`config.mk`:
```
export PLATFORM = sky130hd
export DESIGN_NAME = central_bus_arbiter
export DESIGN_NICKNAME = d
export VERILOG_FILES = /design/src/rtl/cba_pkg.sv /design/src/rtl/cba_rr_select.sv /design/src/rtl/cba_bus_watch.sv /design/src/rtl/cba_grant_fsm.sv /design/src/rtl/central_bus_arbiter.sv
export SDC_FILE = /design/constraint.sdc
export NUM_CORES = 1
export LEC_CHECK = 0
export ABC_AREA = 0
export BUFFER_PORTS_ARGS = -buffer_cell sky130_fd_sc_hd__buf_2
export CAP_MARGIN = 40
export CORE_UTILIZATION = 50
export DETAILED_ROUTE_END_ITERATION = 12
export PLACE_DENSITY = 0.79
export SYNTH_ARGS = -nofsm -noshare
export SYNTH_HDL_FRONTEND = slang
export SYNTH_HIERARCHICAL = 1
export SYNTH_SLANG_ARGS = --single-unit
```
`constraint.sdc`:
```
create_clock -name clk -period 2.5 [get_ports clk]
set_clock_uncertainty 0.05 [all_clocks]
set_input_delay 0.5 -clock clk [delete_from_list [all_inputs] [get_ports clk]]
set_output_delay 0.5 -clock clk [all_outputs]
set_load 0.01 [all_outputs]
```
`src/rtl/cba_pkg.sv`:
```
package cba_pkg;

  typedef enum logic [1:0] {
    PARK_OFF   = 2'd0,
    PARK_FIXED = 2'd1,
    PARK_LAST  = 2'd2,
    PARK_RSVD  = 2'd3
  } park_e;

  // Saturating increment for a counter of up to 32 bits held in an int-sized value.
  function automatic logic [31:0] sat_inc(input logic [31:0] v, input logic [31:0] max_v);
    return (v >= max_v) ? max_v : v + 32'd1;
  endfunction

endpackage

```
`src/rtl/cba_rr_select.sv`:
```
module cba_rr_select #(
  parameter int N = 4,
  localparam int IW = (N > 1) ? $clog2(N) : 1
) (
  input  logic [N-1:0]  req,
  input  logic [IW-1:0] base_idx,
  output logic          win_v,
  output logic [IW-1:0] win_idx
);

  // Search upward from base_idx+1; base_idx itself is visited last.
  function automatic logic [IW:0] rr_choose(input logic [N-1:0] r, input logic [IW-1:0] base);
    logic [IW:0] res;
    int pos;
    res = '0;
    for (int k = N; k >= 1; k--) begin
      pos = (int'(base) + k) % N;
      if (r[pos]) res = {1'b1, IW'(pos)};
    end
    return res;
  endfunction

  logic [IW:0] pick;

  always_comb begin
    pick    = rr_choose(req, base_idx);
    win_v   = pick[IW];
    win_idx = pick[IW-1:0];
  end

endmodule

```
`src/rtl/cba_bus_watch.sv`:
```
module cba_bus_watch import cba_pkg::*; #(
  parameter int N  = 4,
  parameter int TW = 8,
  localparam int IW = (N > 1) ? $clog2(N) : 1
) (
  input  logic            clk,
  input  logic            rst_n,
  input  logic            frame_n,
  input  logic            irdy_n,
  input  logic [N-1:0]    gnt,
  input  logic [N*TW-1:0] lat_limit,
  output logic            bus_idle,
  output logic            start,
  output logic [IW-1:0]   start_idx,
  output logic [IW-1:0]   last_idx,
  output logic [N-1:0]    must_yield
);

  localparam logic [TW-1:0] TMAX = {TW{1'b1}};

  function automatic logic [IW-1:0] first_idx(input logic [N-1:0] v);
    logic [IW-1:0] r;
    r = '0;
    for (int i = N - 1; i >= 0; i--) if (v[i]) r = IW'(i);
    return r;
  endfunction

  logic [N-1:0]  cand_q;
  logic          owner_v_q;
  logic [IW-1:0] owner_q;
  logic [TW-1:0] tmr_q;
  logic [IW-1:0] last_q;

  assign bus_idle  = frame_n & irdy_n;
  assign start     = (|cand_q) & ~frame_n;
  assign start_idx = first_idx(cand_q);
  assign last_idx  = last_q;

  // Snapshot of the grant seen on an idle bus: the possible next owner.
  always_ff @(posedge clk or negedge rst_n) begin
    if (!rst_n) cand_q <= '0;
    else        cand_q <= bus_idle ? gnt : '0;
  end

  always_ff @(posedge clk or negedge rst_n) begin
    if (!rst_n) begin
      owner_v_q <= 1'b0;
      owner_q   <= '0;
      tmr_q     <= '0;
      last_q    <= IW'(N - 1);
    end else if (start) begin
      owner_v_q <= 1'b1;
      owner_q   <= start_idx;
      tmr_q     <= '0;
      last_q    <= start_idx;
    end else if (bus_idle) begin
      owner_v_q <= 1'b0;
      tmr_q     <= '0;
    end else if (owner_v_q) begin
      tmr_q     <= TW'(sat_inc(32'(tmr_q), 32'(TMAX)));
    end
  end

  for (genvar i = 0; i < N; i++) begin : g_yield
    assign must_yield[i] = owner_v_q && (owner_q == IW'(i)) && !gnt[i] && !bus_idle &&
                           (tmr_q >= lat_limit[i*TW +: TW]);
  end

endmodule

```
`src/rtl/cba_grant_fsm.sv`:
```
module cba_grant_fsm import cba_pkg::*; #(
  parameter int N = 4,
  localparam int IW = (N > 1) ? $clog2(N) : 1
) (
  input  logic          clk,
  input  logic          rst_n,
  input  logic [N-1:0]  req,
  input  logic          win_v,
  input  logic [IW-1:0] win_idx,
  input  logic [1:0]    park_mode,
  input  logic [IW-1:0] park_agent,
  input  logic [IW-1:0] last_idx,
  input  logic          start,
  input  logic [IW-1:0] start_idx,
  output logic [N-1:0]  gnt,
  output logic          hold
);

  function automatic logic [IW-1:0] first_idx(input logic [N-1:0] v);
    logic [IW-1:0] r;
    r = '0;
    for (int i = N - 1; i >= 0; i--) if (v[i]) r = IW'(i);
    return r;
  endfunction

  function automatic logic [N-1:0] to_onehot(input logic [IW-1:0] idx);
    logic [N-1:0] r;
    r = '0;
    for (int i = 0; i < N; i++) if (idx == IW'(i)) r[i] = 1'b1;
    return r;
  endfunction

  logic [N-1:0]  gnt_q, gnt_d;
  logic          used_q, used_d;
  logic          g_v;
  logic [IW-1:0] g_idx;
  logic          tgt_v;
  logic [IW-1:0] tgt_idx;
  park_e         pmode;

  assign pmode = park_e'(park_mode);
  assign g_v   = |gnt_q;
  assign g_idx = first_idx(gnt_q);
  assign hold  = g_v && req[g_idx] && !used_q;
  assign gnt   = gnt_q;

  always_comb begin
    tgt_v   = 1'b0;
    tgt_idx = '0;
    if (hold) begin
      tgt_v   = 1'b1;
      tgt_idx = g_idx;
    end else if (win_v) begin
      tgt_v   = 1'b1;
      tgt_idx = win_idx;
    end else begin
      case (pmode)
        PARK_FIXED: begin
          tgt_v   = int'(park_agent) < N;
          tgt_idx = park_agent;
        end
        PARK_LAST: begin
          tgt_v   = 1'b1;
          tgt_idx = last_idx;
        end
        default: tgt_v = 1'b0;
      endcase
    end
  end

  always_comb begin
    if (!g_v)                           gnt_d = tgt_v ? to_onehot(tgt_idx) : '0;
    else if (tgt_v && tgt_idx == g_idx) gnt_d = gnt_q;
    else                                gnt_d = '0;

    if (gnt_d != gnt_q)                        used_d = 1'b0;
    else if (start && g_v && start_idx == g_idx) used_d = 1'b1;
    else                                       used_d = used_q;
  end

  always_ff @(posedge clk or negedge rst_n) begin
    if (!rst_n) begin
      gnt_q  <= '0;
      used_q <= 1'b0;
    end else begin
      gnt_q  <= gnt_d;
      used_q <= used_d;
    end
  end

endmodule

```
`src/rtl/central_bus_arbiter.sv`:
```
module central_bus_arbiter import cba_pkg::*; #(
  parameter int N  = 4,
  parameter int TW = 8,
  localparam int IW = (N > 1) ? $clog2(N) : 1
) (
  input  logic            clk,
  input  logic            rst_n,
  input  logic [N-1:0]    req_n,
  output logic [N-1:0]    gnt_n,
  input  logic            frame_n,
  input  logic            irdy_n,
  input  logic [1:0]      park_mode,
  input  logic [IW-1:0]   park_agent,
  input  logic [N*TW-1:0] lat_limit,
  output logic [N-1:0]    must_yield
);

  logic [N-1:0]  req_act;
  logic [N-1:0]  gnt_act;
  logic          win_v;
  logic [IW-1:0] win_idx;
  logic          bus_idle_w;
  logic          start_w;
  logic [IW-1:0] start_idx_w;
  logic [IW-1:0] last_idx_w;
  logic          hold_w;

  assign req_act = ~req_n;
  assign gnt_n   = ~gnt_act;

  cba_rr_select #(.N(N)) u_rr (
    .req      (req_act),
    .base_idx (last_idx_w),
    .win_v    (win_v),
    .win_idx  (win_idx)
  );

  cba_bus_watch #(.N(N), .TW(TW)) u_watch (
    .clk        (clk),
    .rst_n      (rst_n),
    .frame_n    (frame_n),
    .irdy_n     (irdy_n),
    .gnt        (gnt_act),
    .lat_limit  (lat_limit),
    .bus_idle   (bus_idle_w),
    .start      (start_w),
    .start_idx  (start_idx_w),
    .last_idx   (last_idx_w),
    .must_yield (must_yield)
  );

  cba_grant_fsm #(.N(N)) u_fsm (
    .clk        (clk),
    .rst_n      (rst_n),
    .req        (req_act),
    .win_v      (win_v),
    .win_idx    (win_idx),
    .park_mode  (park_mode),
    .park_agent (park_agent),
    .last_idx   (last_idx_w),
    .start      (start_w),
    .start_idx  (start_idx_w),
    .gnt        (gnt_act),
    .hold       (hold_w)
  );

endmodule

```
* Word-level counts from Yosys, hierarchy flattened
Cells that the tools add are included. W data, S select, Z words.
Storage, ports and cells: output and inout bits 8, bits of input ports 44, logic and storage cells 129, register bits 22
Operators by class: add/sub/neg operators 5, bitwise logic cells 9, $lt $le $gt $ge 10, equal/unequal tests 11, multiplexer cells 48, reductions and logical operators 39
Operator list (count):
- $ge A8 B8 Y1 | 4
- $mux W8 | 4
- $logic_and A1 B1 Y1 | 21
- $mux W1 | 20
- $mux W2 | 10
- $lt A3 B4 Y1 const B | 4
- $mux W4 | 4
- $mux W3 | 4
- $bmux W1 S2 | 5
- $eq A2 B2 Y1 const B | 5
- $reduce_or A2 Y1 | 5
- $add A8 B1 Y8 const B | 1
- $ge A8 B8 Y1 const B | 1
- $not A4 Y4 | 2
- $reduce_or A4 Y1 | 2
- $eq A2 B1 Y1 const B | 3
- $logic_not A1 Y1 | 6
- $add A2 B1 Y2 const B | 2
- $add A2 B2 Y2 const B | 2
- $and A1 B1 Y1 const A | 4
- $eq A2 B2 Y1 | 2
- $logic_not A2 Y1 | 2
- $ne A4 B4 Y1 | 1
- $pmux W2 S2 | 1
- other kinds (5) | 7

* Longest topological paths before layout
Gate-level depths: netlist (run 1).
depth in word-level cells 18, depth in mapped cells 9, depth with buffers taken out 8

* Modules after synthesis
The synthesis (run 1) kept the hierarchy.
By module, submodules not included:
- cba_bus_watch | sequential area each 427.9 µm², cells an instance 190, times used 1, area an instance 1665.3 µm²
- cba_grant_fsm | sequential area each 125.1 µm², cells an instance 58, times used 1, area an instance 484.2 µm²
- cba_rr_select | sequential area each 0.0 µm², cells an instance 14, times used 1, area an instance 78.8 µm²
- central_bus_arbiter | sequential area each 0.0 µm², cells an instance 8, times used 1, area an instance 30.0 µm²

* Least setup slack after synthesis (run 1)
OpenSTA, ideal clock, no wires.
path kind input to output, from input port lat_limit[0], to output port must_yield[0], path buffers 0, arrival time 1584 ps, data required time 1950 ps, setup slack 366 ps, stages on the path 5, path through ha_1 -> nand2b_1 -> a2111oi_0 -> o211ai_1 -> and3_1
Between the ends: longest elaborated chain between the ends 2
RTL lines:
- from (decl) | line central_bus_arbiter.sv:14 | input logic [N*TW-1:0] lat_limit,
- $ge A8 B8 Y1 | line cba_bus_watch.sv:66 | (tmr_q >= lat_limit[i*TW +: TW]);
- $logic_and A1 B1 Y1 | line cba_bus_watch.sv:65 | assign must_yield[i] = owner_v_q && (owner_q == IW'(i)) && !gnt[i] && !bus_idle &&
- to (decl) | line central_bus_arbiter.sv:15 | output logic [N-1:0] must_yield
Every way passes these cells.

* Final worst setup path (run 1)
from register u_watch.tmr_q[6], to output port must_yield[2]
Between the ends: longest elaborated chain between the ends 2
RTL lines:
- from (decl) | line cba_bus_watch.sv:31 | logic [TW-1:0] tmr_q;
- from (signal assigned) | line cba_bus_watch.sv:60 | tmr_q <= TW'(sat_inc(32'(tmr_q), 32'(TMAX)));
- $ge A8 B8 Y1 | line cba_bus_watch.sv:66
- $logic_and A1 B1 Y1 | line cba_bus_watch.sv:65
Every way passes these cells.

==> impl_metrics.tcl, run 1 <==
set metrics [dict create \
    cts_num_sinks 22 \
    die_w_um 69.2 \
    yosysMostFrequentCell "inv_1" \
    ant_nets 0 \
    synth_seq_cells 22 \
    yosys.area.top_type "dfrtp_1" \
    p_per_area_nw_per_um2 720 \
    max-cap-violations 0 \
    synthCells 270 \
    wl_met2_um 2760 \
    slew_violations 0 \
    dp_slack_ps -56.4 \
    fin_crit_sh 0.993 \
    setup_slack_ps 17.5 \
    drt-total-wl_um 5500 \
    worstPathRequired_ps 1950 \
    stdcell_count 382 \
    pwr-share-comb 0.523 \
    cp.arrival_ps 1930 \
    first_pass_iters 4 \
    gp_congestion 0.866 \
    setup_viol 0 \
    cp-end-kind "primary output" \
    critical_path_class "flop to primary output" \
    syn2layout_area_growth_pct 24.7 \
    pwr-share-seq 0.310 \
    switchingPower_mw 0.852 \
    yosysWarnings 6 \
    rows 24 \
    portBuffers 51 \
    insertedDiodeCount 0 \
    rsz0062_at_grt "true" \
    layout-drive-gt1-share 0.303 \
    h-tree-depth 1 \
    max_freq_ghz 0.403 \
    p_leak_nw 1.50 \
    critical_path_peak_fanout 5 \
    highest-signal-layer "met4" \
    avgSynthCellArea_um2 8.36 \
    cts_tree "done" \
    finalInstanceArea_um2 2820 \
    root_buffer "clkbuf_8" \
    antenna_found_initial 0 \
    grt-ovfl-total 0 \
    synth_common_cells "inv_1, ha_1, dfrtp_1, nand2_1, o21ai_0" \
    ys_seq_area_frac 0.245 \
    async_flop_share 1.00 \
    io_pins 52 \
    clk_path_buf_depth 2 \
    dp.cells 376 \
    path_clk_slew_ps 90 \
    syn_nets 349 \
    hpwl_um 4250 \
    slew_headroom 0.552 \
    layout_min_cycle_time_ps 2480 \
    grt_max_degree 23 \
    hold_violations 0 \
    vias 2163 \
    p_total_mw 2.03 \
    finalNetCount 410 \
    internal-power_mw 1.17 \
    grt_pass1_wl_um 9440 \
    p_clk_frac 0.167 \
    wl_met3_um 235 \
    numCtsBuffers 3 \
    status "completed" \
    wl_met1_um 2440 \
    synth_top_area_frac 0.222 \
    final_core_util 0.647 \
    startpoint_type "flop" \
    finalSetupTns_ps 0 \
    route.detailed.drc 0 \
    synth.distinct_cells 55 \
    grtUsageTotal 0.244 \
    clkLatencyLatePin_ps 270 \
    die_area_um2 4790 \
    min_path_type "input port to asynchronous set/reset pin" \
    drtIter0Drc 107 \
    initial_core_util 0.519 \
    ir_drop_v 0.000312 \
    core_area_um2 4350 \
    swShare 0.421 \
    tightest_slew_ps 664 \
    placed_area_um2 2610 \
    yosys-top-cells-area "dfrtp_1, ha_1, inv_1" \
    wl_per_cell_um 14.4 \
    syn-cell-area_um2 2260 \
    grt_pass1_vias 2131 \
    die_h_um 69.2 \
    whs_ps 125 \
    synth_ff_type "dfrtp_1" \
    viasPerCell 5.66 \
    synth_edf_count 0 \
]
==> cell type report <==
cell class / count / area, um^2
multi-input cells: 195 / 1610
fillers: 373 / 1540
flip-flops and latches: 22 / 558
repair buffers: 59 / 322
inverters: 50 / 188
well taps: 52 / 65.1
clock buffers: 3 / 41.3
clock inverters: 1 / 30.0
==> routing by layer <==
metal	vias to the layer above	global-route usage
li1	1081	-
met1	1012	0.317
met2	63	0.419
met3	7	0.0291
met4	0	0.0839
met5	-	0
==> layout by cell type (no fill, tap or decap), types with 7 or more instances in the layout <==
| cell type | count |
|---|---|
| buf_4 | 8 |
| nand2b_1 | 8 |
| o21ai_0 | 15 |
| ha_1 | 33 |
| nor2_1 | 10 |
| a2111oi_2 | 7 |
| dfrtp_1 | 16 |
| a21o_1 | 10 |
| inv_1 | 48 |
| buf_2 | 50 |
| nand2_1 | 17 |
==> registers in the layout, summed over array words and instances (netlist names) <==
register	cells
u_watch/tmr_q	8
u_fsm/gnt	4
u_watch/cand_q	4
u_watch/last_idx	2
u_watch/owner_q	2
u_fsm/used_q	1
u_watch/owner_v_q	1
==> logic make-up after synthesis <==
| logic type | synth area share |
|---|---|
| XOR/XNOR | 0.0116 |
| AO/OA/AOI/OAI | 0.258 |
| adder cells (fa/ha/maj) | 0.194 |
| multiplexers | 0.00886 |
| buffers and inverters | 0.0903 |
| AND/OR/NAND/NOR | 0.192 |
| flip-flops | 0.245 |
==> timing repair <==
action / 4_1_cts / 5_1_grt
buffers inserted: 2 / 0
hold buffers: 0 / 0
pin swaps: 7 / 6
resized for setup: 20 / 9
cloned: 0 / 0
endpoints found under the setup margin: 4 / 4
==> path summary, 6_finish.rpt <==
check                      cells past startpoint                         endpoint  slack [ps]                            start
min                                            1   u_watch/owner_q[0]$_DFFE_PN0N_         130                            rst_n
min reg2reg                                    2  u_watch/last_idx[0]$_DFFE_PN1N_         430  u_watch/last_idx[0]$_DFFE_PN1N_
min in group clk                               2  u_watch/last_idx[0]$_DFFE_PN1N_         430  u_watch/last_idx[0]$_DFFE_PN1N_
max reg2reg                                    7           u_fsm/gnt[3]$_DFF_PN0_         480  u_watch/last_idx[0]$_DFFE_PN1N_
max                                            7                    must_yield[2]          20     u_watch/tmr_q[6]$_DFFE_PN0P_
max in group asynchronous                      1  u_watch/last_idx[1]$_DFFE_PN1N_        1910                            rst_n
==> power by group through the flow <==
stage	Combinational (mW)	Sequential [mW]	Clock, mW
floorplan	0.715	0.563	0
global placement	0.891	0.621	0
detailed placement	0.933	0.625	0
CTS	1.05	0.617	0.342
global route	1.17	0.642	0.363
finish	1.06	0.627	0.339
==> critical path, stage by stage, from the launching register on <==
cell       delay, ps
dfrtp_2          460
ha_4             280
a21o_1           120
a21oi_2           70
a2111oi_2        320
buf_4            180
and2_4           140
buf_6             90
Power figures use the tool's default switching activity.
==> run 2, diff against run 1 <==
BUFFER_PORTS_ARGS = not set   (was -buffer_cell sky130_fd_sc_hd__buf_2)
DONT_BUFFER_PORTS = 1   (was not set)
PLACE_DENSITY = 0.69   (was 0.79)
==> impl_metrics.tcl, run 2 (synthesized netlist as in run 1, its figures left out) <==
set metrics [dict create \
    hpwl_um 3770 \
    syn2layout_area_growth_pct 10.3 \
    finalSetupTns_ps 0 \
    grt_pass1_wl_um 8170 \
    stdcell_count 327 \
    status "completed" \
    viasPerCell 5.90 \
    grt_pass1_vias 1836 \
    startpoint_type "flop" \
    slew_violations 0 \
    ant_nets 0 \
    cp_top_family "compound AO/OA/AOI/OAI gates" \
    fin_crit_sh 0.968 \
    drtIter0Drc 57 \
    cts_tree "done" \
    cts_num_sinks 22 \
    critical_path.startpoint "u_watch/tmr_q[0]$_DFFE_PN0P_" \
    root_buffer "clkbuf_8" \
    path_clk_slew_ps 80 \
    layout-drive-gt1-share 0.142 \
    numCtsBuffers 3 \
    layout_commonest_cell "inv_1" \
    ir_drop_v 0.000274 \
    antenna_found_initial 0 \
    max-cap-violations 0 \
    dp_slack_ps 206 \
    clkLatencyLatePin_ps 260 \
    min_path_type "input port to asynchronous set/reset pin" \
    largest_register_ffs 8 \
    worstPathRequired_ps 1950 \
    finalNetCount 355 \
    h-tree-depth 1 \
    grtUsageTotal 0.209 \
    p_leak_nw 1.27 \
    die_area_um2 4790 \
    gp_congestion 0.851 \
    critical_path_class "flop to primary output" \
    hold_violations 0 \
    path_cells "inv_2 -> ha_1 -> nand2b_4 -> a2111oi_4 -> o211ai_1 -> and3_1" \
    slowest_delay_ps 400 \
    slew_headroom 0.579 \
    top_register "u_watch/tmr_q" \
    rows 24 \
    finalInstanceArea_um2 2490 \
    cp.arrival_ps 1870 \
    die_w_um 69.2 \
    io_pins 52 \
    placed_area_um2 2310 \
    rsz0062_at_grt "true" \
    first_pass_iters 4 \
    max_freq_ghz 0.413 \
    tightest_slew_ps 625 \
    die_h_um 69.2 \
    dp.cells 319 \
    vias 1930 \
    setup_slack_ps 80.9 \
    portBuffers 0 \
    p_total_mw 1.84 \
    setup_viol 0 \
    core_area_um2 4350 \
    slowest_stage "dfrtp_1" \
    path_buf_inv 1 \
    route.detailed.drc 0 \
    grt_max_degree 21 \
    insertedDiodeCount 0 \
    clk_path_buf_depth 2 \
    grt-ovfl-total 0 \
    layout_min_cycle_time_ps 2420 \
    p_per_area_nw_per_um2 740 \
    rr_startpoint "u_watch/last_idx[0]$_DFFE_PN1N_" \
    initial_core_util 0.519 \
    critical_path_peak_fanout 5 \
    layout_common_cells "inv_1, ha_1, dfrtp_1" \
    drt-total-wl_um 4950 \
    wl_per_cell_um 15.1 \
    cp-end-kind "primary output" \
]
## run 2: cell count changes in the layout (fill, tap and decap cells not counted), sizes merged
cell | before | now
clkbuf | 3 | 4
dlygate4sd3 | 0 | 1
buf | 59 | 3
bufinv | 1 | 0
## run 2: worst paths after layout
path | end | slack [ps] | cells past startpoint
setup / recovery | must_yield[0] | 80 | 6
hold / removal | u_watch/last_idx[0]$_DFFE_PN1N_ | 20 | 0
min in group clk | u_watch/cand_q[2]$_DFF_PN0_ | 340 | 1
max in group asynchronous | u_watch/tmr_q[5]$_DFFE_PN0P_ | 1570 | 2
setup reg to reg | u_fsm/used_q$_DFFE_PN0P_ | 460 | 7
hold reg to reg | u_watch/last_idx[0]$_DFFE_PN1N_ | 430 | 2
## run 2: power by group
part | internal, mW | leakage, nW | total [mW] | switching (mW)
registers | 0.454 | 0.287 | 0.621 | 0.167
clock network | 0.114 | 0.0228 | 0.225 | 0.111
logic | 0.474 | 0.956 | 0.996 | 0.523
total | 1.04 | 1.27 | 1.84 | 0.801
## run 2: repair_timing
item / in CTS / in global routing
hold buffers: 1 / 0
setup buffers: 0 / 2
endpoints found under the hold margin: 20 / 0
resized for setup: 4 / 20
endpoints found under the setup margin: 4 / 4
pin swaps: 0 / 5
## run 2: metrics by stage
stage / utilization / hold slack [ps]
finish: 0.572 / 21.1
global route: 0.572 / 2.96
CTS: 0.543 / 16.0
detailed placement: 0.530 / 155
global placement: 0.530 / 155
floorplan: - / 154
## run 2: final cells by class
class / count / area [um^2]
clock buffers: 4 / 45.0
fillers: 400 / 1860
inverters: 50 / 188
multi-input cells: 195 / 1600
flip-flops and latches: 22 / 556
well taps: 52 / 65.1
repair buffers: 4 / 40.0
## run 2: per-layer routing
layer | part of all wire | vias to the layer above | track usage | routed length [um]
met5 | 0 | - | 0 | 0
met4 | 0.013 | 0 | 0.0726 | 66
met3 | 0.042 | 9 | 0.0276 | 208
met2 | 0.48 | 54 | 0.347 | 2380
met1 | 0.46 | 890 | 0.278 | 2290
li1 | - | 977 | - | -
